File: src/rtl/regfile_pkg.sv
package regfile_pkg;

    localparam int NUM_REGS  = 16;
    localparam int IDX_W     = $clog2(NUM_REGS);
    localparam int LINK_REG  = 14;
    localparam int STACK_REG = 15;

    typedef logic [IDX_W-1:0] reg_idx_t;

    typedef enum logic [1:0] {
        ROLE_DEST  = 2'b00,
        ROLE_SRC   = 2'b01,
        ROLE_ZSRC  = 2'b10,
        ROLE_STACK = 2'b11
    } slot_role_e;

    // Register 15 named from the zero-capable field acts as a constant-zero slot.
    function automatic logic hits_zero_slot(input reg_idx_t idx, input logic [1:0] role);
        return (role == ROLE_ZSRC) && (idx == reg_idx_t'(STACK_REG));
    endfunction

endpackage

File: src/rtl/rf_write_arb.sv
module rf_write_arb
    import regfile_pkg::*;
#(
    parameter int DATA_W = 32
) (
    input  logic              wr_en,
    input  reg_idx_t          wr_idx,
    input  logic [1:0]        wr_role,
    input  logic [DATA_W-1:0] wr_data,
    input  logic              link_en,
    input  logic [DATA_W-1:0] link_data,
    output logic              commit_en,
    output reg_idx_t          commit_idx,
    output logic [DATA_W-1:0] commit_data
);

    logic ordinary_ok;

    assign ordinary_ok = wr_en && !hits_zero_slot(wr_idx, wr_role);

    always_comb begin
        if (link_en) begin
            commit_en   = 1'b1;
            commit_idx  = reg_idx_t'(LINK_REG);
            commit_data = link_data;
        end else begin
            commit_en   = ordinary_ok;
            commit_idx  = wr_idx;
            commit_data = wr_data;
        end
    end

endmodule

File: src/rtl/rf_storage.sv
module rf_storage
    import regfile_pkg::*;
#(
    parameter int DATA_W = 32
) (
    input  logic              clk,
    input  logic              rst,
    input  logic              commit_en,
    input  reg_idx_t          commit_idx,
    input  logic [DATA_W-1:0] commit_data,
    output logic [DATA_W-1:0] regs [NUM_REGS]
);

    for (genvar g = 0; g < NUM_REGS; g++) begin : g_reg
        always_ff @(posedge clk) begin
            if (rst) begin
                regs[g] <= '0;
            end else if (commit_en && (commit_idx == reg_idx_t'(g))) begin
                regs[g] <= commit_data;
            end
        end
    end

endmodule

File: src/rtl/rf_read_port.sv
module rf_read_port
    import regfile_pkg::*;
#(
    parameter int DATA_W = 32
) (
    input  reg_idx_t          rd_idx,
    input  logic [1:0]        rd_role,
    input  logic [DATA_W-1:0] regs [NUM_REGS],
    input  logic              commit_en,
    input  reg_idx_t          commit_idx,
    input  logic [DATA_W-1:0] commit_data,
    output logic [DATA_W-1:0] rd_data
);

    always_comb begin
        if (hits_zero_slot(rd_idx, rd_role)) begin
            rd_data = '0;
        end else if (commit_en && (commit_idx == rd_idx)) begin
            rd_data = commit_data;
        end else begin
            rd_data = regs[rd_idx];
        end
    end

endmodule

File: src/rtl/dual_role_regfile.sv
module dual_role_regfile
    import regfile_pkg::*;
#(
    parameter int DATA_W = 32
) (
    input  logic              clk,
    input  logic              rst,
    input  logic [3:0]        rd_a_idx,
    input  logic [1:0]        rd_a_role,
    output logic [DATA_W-1:0] rd_a_data,
    input  logic [3:0]        rd_b_idx,
    input  logic [1:0]        rd_b_role,
    output logic [DATA_W-1:0] rd_b_data,
    input  logic              wr_en,
    input  logic [3:0]        wr_idx,
    input  logic [1:0]        wr_role,
    input  logic [DATA_W-1:0] wr_data,
    input  logic              link_en,
    input  logic [DATA_W-1:0] link_data
);

    localparam int NUM_PORTS = 2;

    logic              commit_en;
    reg_idx_t          commit_idx;
    logic [DATA_W-1:0] commit_data;
    logic [DATA_W-1:0] regs [NUM_REGS];

    reg_idx_t          port_idx  [NUM_PORTS];
    logic [1:0]        port_role [NUM_PORTS];
    logic [DATA_W-1:0] port_data [NUM_PORTS];

    assign port_idx[0]  = rd_a_idx;
    assign port_role[0] = rd_a_role;
    assign port_idx[1]  = rd_b_idx;
    assign port_role[1] = rd_b_role;
    assign rd_a_data    = port_data[0];
    assign rd_b_data    = port_data[1];

    rf_write_arb #(.DATA_W(DATA_W)) u_arb (
        .wr_en       (wr_en),
        .wr_idx      (wr_idx),
        .wr_role     (wr_role),
        .wr_data     (wr_data),
        .link_en     (link_en),
        .link_data   (link_data),
        .commit_en   (commit_en),
        .commit_idx  (commit_idx),
        .commit_data (commit_data)
    );

    rf_storage #(.DATA_W(DATA_W)) u_store (
        .clk         (clk),
        .rst         (rst),
        .commit_en   (commit_en),
        .commit_idx  (commit_idx),
        .commit_data (commit_data),
        .regs        (regs)
    );

    for (genvar p = 0; p < NUM_PORTS; p++) begin : g_port
        rf_read_port #(.DATA_W(DATA_W)) u_rd (
            .rd_idx      (port_idx[p]),
            .rd_role     (port_role[p]),
            .regs        (regs),
            .commit_en   (commit_en),
            .commit_idx  (commit_idx),
            .commit_data (commit_data),
            .rd_data     (port_data[p])
        );
    end

endmodule

File: config.mk
export PLATFORM = sky130hd
export DESIGN_NAME = dual_role_regfile
export DESIGN_NICKNAME = d
export VERILOG_FILES = /design/src/rtl/regfile_pkg.sv /design/src/rtl/rf_write_arb.sv /design/src/rtl/rf_storage.sv /design/src/rtl/rf_read_port.sv /design/src/rtl/dual_role_regfile.sv
export SDC_FILE = /design/constraint.sdc
export NUM_CORES = 1
export LEC_CHECK = 0
export BUFFER_PORTS_ARGS = -buffer_cell sky130_fd_sc_hd__buf_2
export CAP_MARGIN = 30
export CELL_PAD_IN_SITES_DETAIL_PLACEMENT = 1
export CELL_PAD_IN_SITES_GLOBAL_PLACEMENT = 2
export CORE_UTILIZATION = 38
export CTS_BUF_LIST = sky130_fd_sc_hd__clkbuf_4 sky130_fd_sc_hd__clkbuf_8
export DETAILED_ROUTE_END_ITERATION = 8
export PLACE_DENSITY = 0.75
export SYNTH_ARGS = -nofsm -noshare
export SYNTH_HDL_FRONTEND = slang
export SYNTH_SLANG_ARGS = --single-unit
File: constraint.sdc
create_clock -name clk -period 1.7 [get_ports clk]
set_input_delay 0.085 -clock clk [delete_from_list [all_inputs] [get_ports clk]]
set_output_delay 0.085 -clock clk [all_outputs]
set_load 0.05 [all_outputs]
Word-level counts from Yosys, hierarchy flattened. Index checks and enable logic that the tools add are counted.

Flip-flop bits (word level): 512. Output and inout port bits: 64. Logic and storage cells: 80.

Order comparisons: 2. Eq/ne operators: 23. Multiplexer cells: 13. Bitwise gates (word level): 2. Reductions and logical operators: 24.

Operators with widths (number): $mux 32 (9); $bmux 32 s4 (2); $eq 4x4->1 const B (11); $logic_and 1x1->1 (22); $eq 4x3->1 const B (4); $ge 5x5->1 const B (2); $not 4->5 (2); $eq 4x2->1 const B (2); $eq 4x4->1 (2); $eq 2x2->1 const B (3); $eq 4x1->1 const B (1); $logic_not 4->1 (1); $mux 4 (1); $logic_not 1->1 (1); $mux 1 (1).

Logic depth before layout (Yosys ltp). Gate-level depths: netlist (run 1).

Depth after elaboration: 8. Depth in mapped cells: 9.

Modules after synthesis. From an unflattened synthesis (run 1), not the netlist that was laid out.

Cell total of the unflattened synthesis: 2810. Area total of the unflattened synthesis: 29886.2 um^2.

By module, submodules not included: rf_storage (times used 1, cells each 1772, area an instance 19776.5 um^2, sequential area each 10249.8 um^2); rf_read_port (times used 2, cells each 497, area an instance 4770.8 um^2, sequential area each 0.0 um^2); rf_write_arb (times used 1, cells each 44, area an instance 568.0 um^2, sequential area each 0.0 um^2).

Worst setup path after synthesis (run 1). No wires, ideal clock.

Path kind: in2out. Start point: input wr_idx[0]. End point: output rd_b_data[30]. Arrival: 2467 ps. Data required time: 1615 ps. Path slack: -852 ps. Stages: 7. Path buffers: 2. Cells stage by stage: buf_2 > nand2b_1 > a21oi_1 > o32ai_4 > clkbuf_1 > nor2_1 > a211oi_1.

Cells in the longest elaborated chain, start to end: 8. Elaborated cells between the ends (all ways): 10. Classes of those cells: eq/ne (2); mux (4); reduce/logical (4).

RTL lines: start, declared (line dual_role_regfile.sv:15) `input logic [3:0] wr_idx,`; $eq 4x4->1 (line regfile_pkg.sv:19) `return (role == ROLE_ZSRC) && (idx == reg_idx_t'(STACK_REG));`; $logic_and 1x1->1 (line regfile_pkg.sv:19); $logic_not 1->1 (line rf_write_arb.sv:19) `assign ordinary_ok = wr_en && !hits_zero_slot(wr_idx, wr_role);`; $logic_and 1x1->1 (line rf_write_arb.sv:19); $mux 1 (line rf_write_arb.sv:22) `if (link_en) begin`; $logic_and 1x1->1 (*) (line rf_read_port.sv:18) `end else if (commit_en && (commit_idx == rd_idx)) begin`; $mux 32 (*) (line rf_read_port.sv:18); $mux 32 (*) (line rf_read_port.sv:16) `if (hits_zero_slot(rd_idx, rd_role)) begin`; end, declared (line dual_role_regfile.sv:13) `output logic [DATA_W-1:0] rd_b_data,`.

Every way passes the cells marked *; elsewhere a longest branch is shown, timed or not.

Final worst setup path (run 1).
Start point: register u_store.regs[414] in the netlist's numbering. End point: output rd_b_data[30].

Cells in the longest elaborated chain, start to end: 5.

RTL lines: start, declared (line rf_storage.sv:11) `output logic [DATA_W-1:0] regs [NUM_REGS]`; start signal, assigned by index (line rf_storage.sv:19) `regs[g] <= commit_data;`; $bmux 32 s4 (line rf_read_port.sv:21) `rd_data = regs[rd_idx];`; $mux 32 (not written as such) (2 in series) (line rf_read_port.sv:21); $mux 32 (line rf_read_port.sv:18); $mux 32 (line rf_read_port.sv:16).

No other way between the ends. The select of a mux whose other input is x is not followed.

==> run summary, run 1 <==
most instantiated cells after synthesis: nor2_1, a211oi_1, dfxtp_1
DRT Pass-1 Iters: 5
Arrival @ worst endpoint: 2.45 ns
total track usage: 28.4%
Filler Cell Count: 7162
Synth Area in XOR/XNOR: 0.133%
PortBufs: 149
Max Freq: 394 MHz
vias in the first global route: 25130
failing checks: negative setup slack
Worst Path Required: 1.62 ns
DRC Markers: 0
largest family of logic cells by synthesized area: multiplexers
Post-synth EDFFs: 0
first-pass GRT wire length: 153 mm
final setup fails: 64
dpl hpwl: 68.1 mm
Initial Util: 38.3%
Setup CP Type: reg2out
top flop regs: u_store.regs x512
clk sink count: 512
Max-slew headroom: 55.8%
area leader, netlist: dfxtp_1
Clock Tree Buf Depth: 3
CTS tree: yes
Layout Skew: 0 ns
Final nets: 2982
share of layout cells above drive strength 1: 46.2%
height of the die: 265 um
area of the multi-input gates: 16700 um2
final slew viol count: 0
crit share post-route: 149%
Adder-Cell Fraction of Synth Area: 0%
H-tree levels: 3
Register Area: 10400 um2
simple-gate share of the synthesized area: 11.2%
Post-Syn Area: 26300 um2
CTS buffer count: 94
Detail Route Antenna Nets: 0
max cap viols: 0
most frequent cell after synthesis: nor2_1
CP Max Fanout: 2
ys flop type: dfxtp_1
Leak Pwr: 0.0120 uW
# rows: 96
Synth cell types: 41
CTS root buffer: clkbuf_8
max FFs per register: 512
Cells after Synth: 2595
post-synth top area share: 39.0%
Final Util: 52.4%
outcome: complete, but fails checks
Post-Place Cells: 3666
Worst-path clk slew: 0.06 ns
I/O Pins: 150
Crit. End Element: output port
RSZ-0062 raised after global routing: true
initial DRC count: 1231
grt total ovfl: 0
detailed-route via count: 23295
placed cell area: 32300 um2
via-per-instance ratio: 6.05
Biggest register: u_store.regs
Finished Cell Area: 35800 um2
min cycle time layout: 2.54 ns
Finished Layout Cells: 3850
worst min path class: in2reg
sequential share of the synthesized area: 39.0%
DRT Wirelength: 99.7 mm
Area growth, synth to finish: 36.6%
Area contributors post-synth: dfxtp_1, mux4_2, a211oi_1, nor2_1, a22oi_1
worst skew pair latency: 0.68 ns
final worst slack: -0.836 ns
Synth Area per Inst: 10.1 um2
PwrDens: 819 nW/um2
die area: 70100 um2
GP Congestion: 0.825
largest net degree at the start of global routing: 76
post-synthesis mux area share: 23.3%
core area: 68500 um2
Setup crit start kind: register
VDD IR max: 439 uV
Final Hold Vio Count: 0
Worst-Margin Slew: 0.644 ns
number of synthesized register bits: 512
Die Wd: 265 um
wire per inst: 25.9 um
Mapped Nets: 2681
fraction of registers with async set/reset: 0%
Synth Area in Compound Gates: 21.2%
initial antenna violation count: 2
yosys warns: 0
==> where the power goes <==
group	switching, uW	leakage (uW)	internal, uW
clock	5420	0.00108	7280
combinational	2530	0.00672	1780
sequential	148	0.00419	12200
total	8100	0.0120	21300
==> cell families after synthesis <==
family                    count (synthesis)
buffers and inverters                   319
AOI/OAI and AO/OA                       777
xor gates and xnor gates                  4
and+or+nand+nor                         694
muxes                                   289
DFF                                     512
==> per-layer routing <==
layer,vias up,track usage [%],share of wire (%)
met5,-,0,0
met4,0,9.39,2.8
met3,178,3.46,3.5
met2,502,48.9,50
met1,12052,36.7,44
li1,10563,-,-
==> final timing paths <==
check	startpoint	endpoint	slack (ns)	cells after the start
worst min-delay path	wr_data[1]	u_store.regs[65]	0.06	4
worst max register to register	u_store.regs[337]	u_store.regs[337]	0.84	2
worst max-delay path	u_store.regs[414]	rd_b_data[30]	-0.84	5
worst min register to register	u_store.regs[390]	u_store.regs[390]	0.51	2
==> worst max-delay path: stages (launching register included) <==
cell and delay, ns:
dfxtp_2 0.32, mux4_2 0.50, mux4_2 0.49, o21ba_4 0.26, a211oi_4 0.04, buf_6 0.16
==> area by class of cell <==
type | instances | area share, %
clock buffer | 156 | 5.40
antenna | 2 | 0.0140
tap | 882 | 3.08
clock inverter | 10 | 0.241
timing repair buffer | 522 | 15.8
multi-input combinational | 1764 | 46.5
inverter | 2 | 0.0209
sequential | 512 | 28.9
==> layout by cell type, fill, tap and decap left out, types with 3 or more instances in the layout <==
cell type	n
dfxtp_1	421
mux4_2	257
or3_1	26
mux2i_1	25
buf_6	68
o21ai_2	55
nand2b_1	8
or3_4	38
nor2_4	12
buf_12	133
o21ai_4	9
clkbuf_8	122
buf_2	79
dlygate4sd3_1	7
nor2b_4	4
dfxtp_2	91
nor2_1	513
clkinv_2	6
a21oi_4	64
nor3_4	5
xor2_1	4
buf_4	232
clkbuf_4	34
a22oi_1	24
mux2i_2	7
nand2_1	45
a211oi_1	512
buf_8	3
nand2_2	25
a22oi_2	102
==> repair_timing <==
| action | in CTS | in global routing |
|---|---|---|
| endpoints found under the setup margin | 64 | 64 |
| gates cloned | 0 | 0 |
| pin swaps | 128 | 25 |
| endpoints found under the hold margin | 62 | 0 |
| setup buffers | 4 | 6 |
| hold buffers | 7 | 0 |
| resized for setup | 410 | 61 |
==> metrics by stage <==
step                power (uW)  hold WS (ns)  setup TNS, ns  setup WS (ns)
global placement         16500         0.493         -87.93         -0.521
CTS                      29500       0.00798         -37.43         -0.877
finish                   29400        0.0575         -33.30         -0.836
global route             30400        0.0439         -38.93         -0.898
floorplan                14900         0.405         -14.78         -0.193
detailed placement       16600         0.504        -105.56         -0.561
No activity file was read; power rests on OpenSTA's default activity.
==> run 2: changes to the inputs <==
ABC_AREA = 1   (was unset)
CORE_UTILIZATION = 31   (was 38)
==> run 2 against run 1 <==
  * The run still ends with negative setup slack left
  * First-iteration DRC count grew to 2.7 times the previous value
  * Hold slack lost 0.045 ns
  * Non-clock buffer count grew 114
  * Maximum frequency grew 19%
  * Final cell count grew 74%
  * Synthesized cell count grew 95%
  * Sequential power is essentially flat
  * Clock power grew 11%
  * Clock skew is the same
  * Clock-buffer cell count grew 4
  * Die area grew 40%
==> run summary, run 2 <==
Synth Area per Inst: 5.96 um2
number of synthesized register bits: 512
min cycle time layout: 2.14 ns
Area growth, synth to finish: 36.6%
final worst slack: -0.437 ns
M3 GR Usage: 5.15%
pre-CTS setup slack: -0.865 ns
Max-slew headroom: 40.1%
worst min path class: in2reg
HP Start: link_data[16]
Reg-to-Reg Start: u_store.regs[336]
final setup fails: 64
Die Wd: 314 um
CP Max Fanout: 3
first-pass GRT wire length: 245 mm
detailed-route via count: 37222
max cap viols: 0
wire per inst: 24.8 um
Worst Path Required: 1.62 ns
post-synthesis mux area share: 0%
crit share post-route: 126%
yosys warns: 0
simple-gate share of the synthesized area: 44.5%
initial antenna violation count: 6
PortBufs: 149
most frequent cell after synthesis: nand2_1
Mapped Nets: 5137
Synth Area in Compound Gates: 12.4%
RSZ-0062 raised after global routing: true
grt total ovfl: 0
Setup crit start kind: register
Worst-Margin Slew: 0.899 ns
# rows: 113
Hold Path End: u_store.regs[16]
vias in the first global route: 36901
Synth Area in XOR/XNOR: 0%
M1 GR Usage: 44.8%
via-per-instance ratio: 5.57
core area: 95600 um2
most instantiated cells after synthesis: nand2_1, nand3_1, dfxtp_1
die area: 98400 um2
max FFs per register: 512
initial DRC count: 3315
Crit Reg-Reg Endpoint: u_store.regs[336]
hold path depth: 7
worst skew pair latency: 0.75 ns
PwrDens: 842 nW/um2
Adder-Cell Fraction of Synth Area: 0%
Arrival @ worst endpoint: 2.05 ns
DRT Wirelength: 166 mm
DRC Markers: 0
area leader, netlist: dfxtp_1
Setup CP Type: reg2out
post-synth top area share: 34.0%
Biggest register: u_store.regs
most frequent cells in the layout: nand2_1, nand3_1, a21oi_1
R2R Setup Slk: 0.57 ns
largest net degree at the start of global routing: 143
Detail Route Antenna Nets: 0
failing checks: negative setup slack
outcome: complete, but fails checks
Area contributors post-synth: dfxtp_1, nand2_1, nand3_1, a21oi_1, nor2_1
Final nets: 5425
dpl hpwl: 107 mm
sequential share of the synthesized area: 34.0%
Leak Pwr: 0.0162 uW
Register-to-Register Path Depth: 3
Crit. End Element: output port
largest family of logic cells by synthesized area: simple AND/OR/NAND/NOR gates
Layout Skew: 0 ns
Final Hold Vio Count: 0
global routing's busiest layer: met2
ys flop type: dfxtp_1
final slew viol count: 0
crit path from: u_store.regs[235]
Final Util: 43.1%
Post-synth EDFFs: 0
Cells after Synth: 5051
Clock Tree Buf Depth: 3
Synth cell types: 26
clk sink count: 512
GP Congestion: 0.883
Post-Place Cells: 6429
DRT Pass-1 Iters: 7
Max Freq: 468 MHz
Post-Syn Area: 30100 um2
met2 usage: 52.3%
top flop regs: u_store.regs x512
CTS root buffer: clkbuf_8
H-tree levels: 3
Finished Layout Cells: 6687
fraction of registers with async set/reset: 0%
VDD IR max: 435 uV
CTS tree: yes
height of the die: 314 um
total power: 34600 uW
commonest non-fill, non-tap cell in the layout: nand2_1
Initial Util: 31.5%
I/O Pins: 150
Worst-path clk slew: 0.06 ns
share of layout cells above drive strength 1: 30.7%
CTS buffer count: 101
total track usage: 32.9%
-- run 2: through the flow --
step	area [um2]	setup TNS (ns)	hold WS (ns)
6_report	41200	-17.58	0.0123
5_1_grt	41200	-22.35	0.0491
4_1_cts	40100	-20.98	0.00139
3_5_place_dp	35800	-250.39	0.383
3_3_place_gp	35800	-260.09	0.375
2_1_floorplan	30200	-6.02	0.391
-- run 2: worst max path at each step --
stage,end,slack (ns),depth (start not counted)
4_1_cts,rd_b_data[15],-0.46,9
6_report,rd_b_data[11],-0.44,9
2_1_floorplan,rd_a_data[0],-0.20,8
3_5_place_dp,rd_b_data[11],-0.87,11
3_3_place_gp,rd_b_data[11],-0.92,11
5_1_grt,rd_b_data[11],-0.48,9
-- run 2: layout make-up --
class / count / area [um2]
diodes: 5 / 12.5
well taps: 1265 / 1580
clock buffers: 160 / 2060
clock inverters: 21 / 169
flip-flops and latches: 512 / 10700
multi-input cells: 3925 / 19000
repair buffers: 636 / 7040
fillers: 12349 / 54400
inverters: 163 / 644
-- run 2: cells by family after synthesis --
logic type,after synthesis
flops,512
simple gates,3204
buf+inv,614
compound gates,721
-- run 2: where the power goes --
| part | internal [uW] | leakage [uW] | total, uW | switching [uW] |
|---|---|---|---|---|
| Clock | 7960 | 0.00118 | 14100 | 6160 |
| Combinational | 2780 | 0.0107 | 7980 | 5200 |
| Sequential | 12300 | 0.00430 | 12500 | 221 |
-- run 2: timing repair --
item / CTS / global route
pin swaps: 217 / 202
setup buffers: 11 / 27
endpoints found under the hold margin: 442 / 0
endpoints found under the setup margin: 64 / 65
gates resized for setup: 654 / 305
hold buffers: 41 / 0
gates cloned: 1 / 0
-- run 2: critical path, cell delays in order (launching register included) --
cell and delay, ns:
dfxtp_2 0.33, nand2_1 0.06, nand3_1 0.08, nand2_1 0.08, nand2_1 0.05, nand2_1 0.08
inv_2 0.06, a21oi_4 0.28, nor2_2 0.10, buf_6 0.16
-- run 2: routing by layer --
metal,part of all wire (%),vias up
met3,7.2,328
li1,-,17050
met4,3.6,2
met2,45,1452
met5,0.0078,-
met1,44,18390
==> run 3: changes to the inputs <==
CAP_MARGIN = 20   (was 30)
CORE_UTILIZATION = 30   (was 31)
SLEW_MARGIN = 5   (was unset)
SYNTH_HIERARCHICAL = 1   (was unset)
==> run 3 against run 2 <==
  * The run still ends with negative setup slack left
  * Die area up 18%
  * Clock skew unchanged
  * Maximum frequency down 2.2%
  * Highest routed layer is now met4
==> run summary, run 3 <==
outcome: complete, but fails checks
failing checks: negative setup slack
max FFs per register: 512
crit path from: u_store/regs[300]
worst min path class: in2reg
fraction of registers with async set/reset: 0%
CP Max Fanout: 3
Worst-path clk slew: 0.06 ns
Max Freq: 458 MHz
Area contributors post-synth: dfxtp_1, nand2_1, nor2_1, nand3_1, inv_1
final worst slack: -0.486 ns
final slew viol count: 0
Synth Area per Inst: 5.42 um2
CP Capture Point: rd_a_data[12]
most frequent cell after synthesis: nand2_1
via-per-instance ratio: 5.11
die area: 116000 um2
sequential share of the synthesized area: 29.8%
PortBufs: 149
number of synthesized register bits: 512
Biggest register: u_store/regs
core area: 113000 um2
Finished Layout Cells: 8248
DRT Pass-1 Iters: 5
Setup CP Type: reg2out
vias in the first global route: 41775
Mapped Nets: 6434
DRC Markers: 0
total track usage: 30.1%
clk sink count: 512
VDD IR max: 777 uV
CTS root buffer: clkbuf_8
Worst Path Required: 1.62 ns
Crit. End Element: output port
Reg-to-Reg Start: u_store/regs[355]
Detail Route Antenna Nets: 0
most instantiated cells after synthesis: nand2_1, nor2_1, nand3_1
PwrDens: 783 nW/um2
Post-Place Cells: 8042
Initial Util: 30.4%
# rows: 123
Register-to-Register Path Depth: 4
Finished Cell Area: 47500 um2
initial antenna violation count: 5
worst skew pair latency: 0.80 ns
detailed-route via count: 42111
wire per inst: 21.5 um
Post-synth EDFFs: 0
Setup crit start kind: register
ys flop type: dfxtp_1
Cells after Synth: 6348
area leader, netlist: dfxtp_1
Leak Pwr: 0.0211 uW
GP Congestion: 0.888
Final Hold Vio Count: 0
pre-CTS setup slack: -0.452 ns
total power: 37200 uW
Die Wd: 341 um
Crit Reg-Reg Endpoint: u_store/regs[355]
HP Start: wr_data[23]
dpl hpwl: 120 mm
Arrival @ worst endpoint: 2.10 ns
share of layout cells above drive strength 1: 26.4%
most frequent cells in the layout: nand2_1, nor2_1, inv_1
height of the die: 341 um
Synth cell types: 23
Post-Syn Area: 34400 um2
min cycle time layout: 2.19 ns
placed cell area: 41900 um2
yosys warns: 6
Worst-Margin Slew: 0.749 ns
top flop regs: u_store/regs x512
first-pass GRT wire length: 268 mm
Area growth, synth to finish: 38.2%
post-synth top area share: 29.8%
RSZ-0062 raised after global routing: true
initial DRC count: 2697
largest net degree at the start of global routing: 75
hold slack: 0.0399 ns
final setup fails: 64
H-tree levels: 3
Max-slew headroom: 50.0%
DRT Wirelength: 178 mm
CTS tree: yes
grt total ovfl: 0
commonest non-fill, non-tap cell in the layout: nand2_1
I/O Pins: 150
Layout Skew: 0 ns
max cap viols: 0
crit share post-route: 129%
R2R Setup Slk: 0.90 ns
CTS buffer count: 106
Final nets: 6748
Clock Tree Buf Depth: 3
==> run 3: changes by cell type after synthesis, moves of 128 or more <==
| cell | before | now |
|---|---|---|
| nand4_1 | 0 | 128 |
| o21ai_0 | 236 | 66 |
| nand2_1 | 1777 | 2098 |
| inv_1 | 149 | 754 |
| nand3_1 | 1012 | 838 |
| nor2_1 | 374 | 1239 |
| a21oi_1 | 452 | 192 |
==> run 3: how the worst min path moves through the flow <==
stage               depth (start not counted)           endpoint  slack (ns)
floorplan                                   4   u_store/regs[63]        0.45
finish                                      8   u_store/regs[23]        0.04
CTS                                         8  u_store/regs[133]       0.002
global placement                            2   u_store/regs[32]        0.49
global route                                8   u_store/regs[23]        0.05
detailed placement                          2  u_store/regs[136]        0.49
==> run 3: layout make-up <==
cell class,instances,area [um2]
repair buffers,696,8060
fillers,14890,65600
flip-flops and latches,512,10600
multi-input cells,4586,21800
clock buffers,172,2140
well taps,1500,1880
diodes,1,2.50
inverters,760,2900
clock inverters,21,146
==> run 3: metrics by stage <==
| stage | TNS, ns | utilization [%] |
|---|---|---|
| 2_1_floorplan | -0.0970 | - |
| 3_5_place_dp | -68.39 | 37.1 |
| 6_report | -24.43 | 42.0 |
| 5_1_grt | -31.04 | 42.0 |
| 3_3_place_gp | -53.56 | 37.1 |
| 4_1_cts | -29.60 | 40.9 |
==> run 3: per-layer routing <==
layer	track usage [%]	vias up	part of all wire [%]
met5	0	-	0
met4	8.61	0	3.1
met3	4.42	285	6.4
met2	48.5	1257	44
met1	41.6	20609	46
li1	-	19960	-
==> run 3: power breakdown <==
group          switching (uW)  internal [uW]  leakage (uW)  total [uW]
clock network            6480           7960       0.00123       14400
logic                    6470           3640        0.0156       10100
registers                 277          12400       0.00427       12600
total                   13200          24000        0.0211       37200
==> run 3: critical path, cell delays in order, from the launching register on <==
cell and delay [ns]:
dfxtp_2 0.35, inv_1 0.04, nand2_1 0.05, nand3_1 0.07
nand3_1 0.11, nand2_1 0.06, nor2_1 0.13, buf_4 0.16
nor2_2 0.05, nor2_4 0.13, buf_8 0.16
==> run 3: cells by family after synthesis <==
kind of cell	count (synthesis)	share of synthesized area, %
simple gates	4328	51.4
buf+inv	1250	15.0
flops	512	29.8
compound gates	258	3.76
==> run 3: repair_timing <==
item                                    4_1_cts  5_1_grt
endpoints found under the setup margin       64       77
hold endpoints to repair                    318        0
pin swaps                                   155      200
setup buffers                                 3        4
resized for setup                           653      442
hold buffers                                 27        0
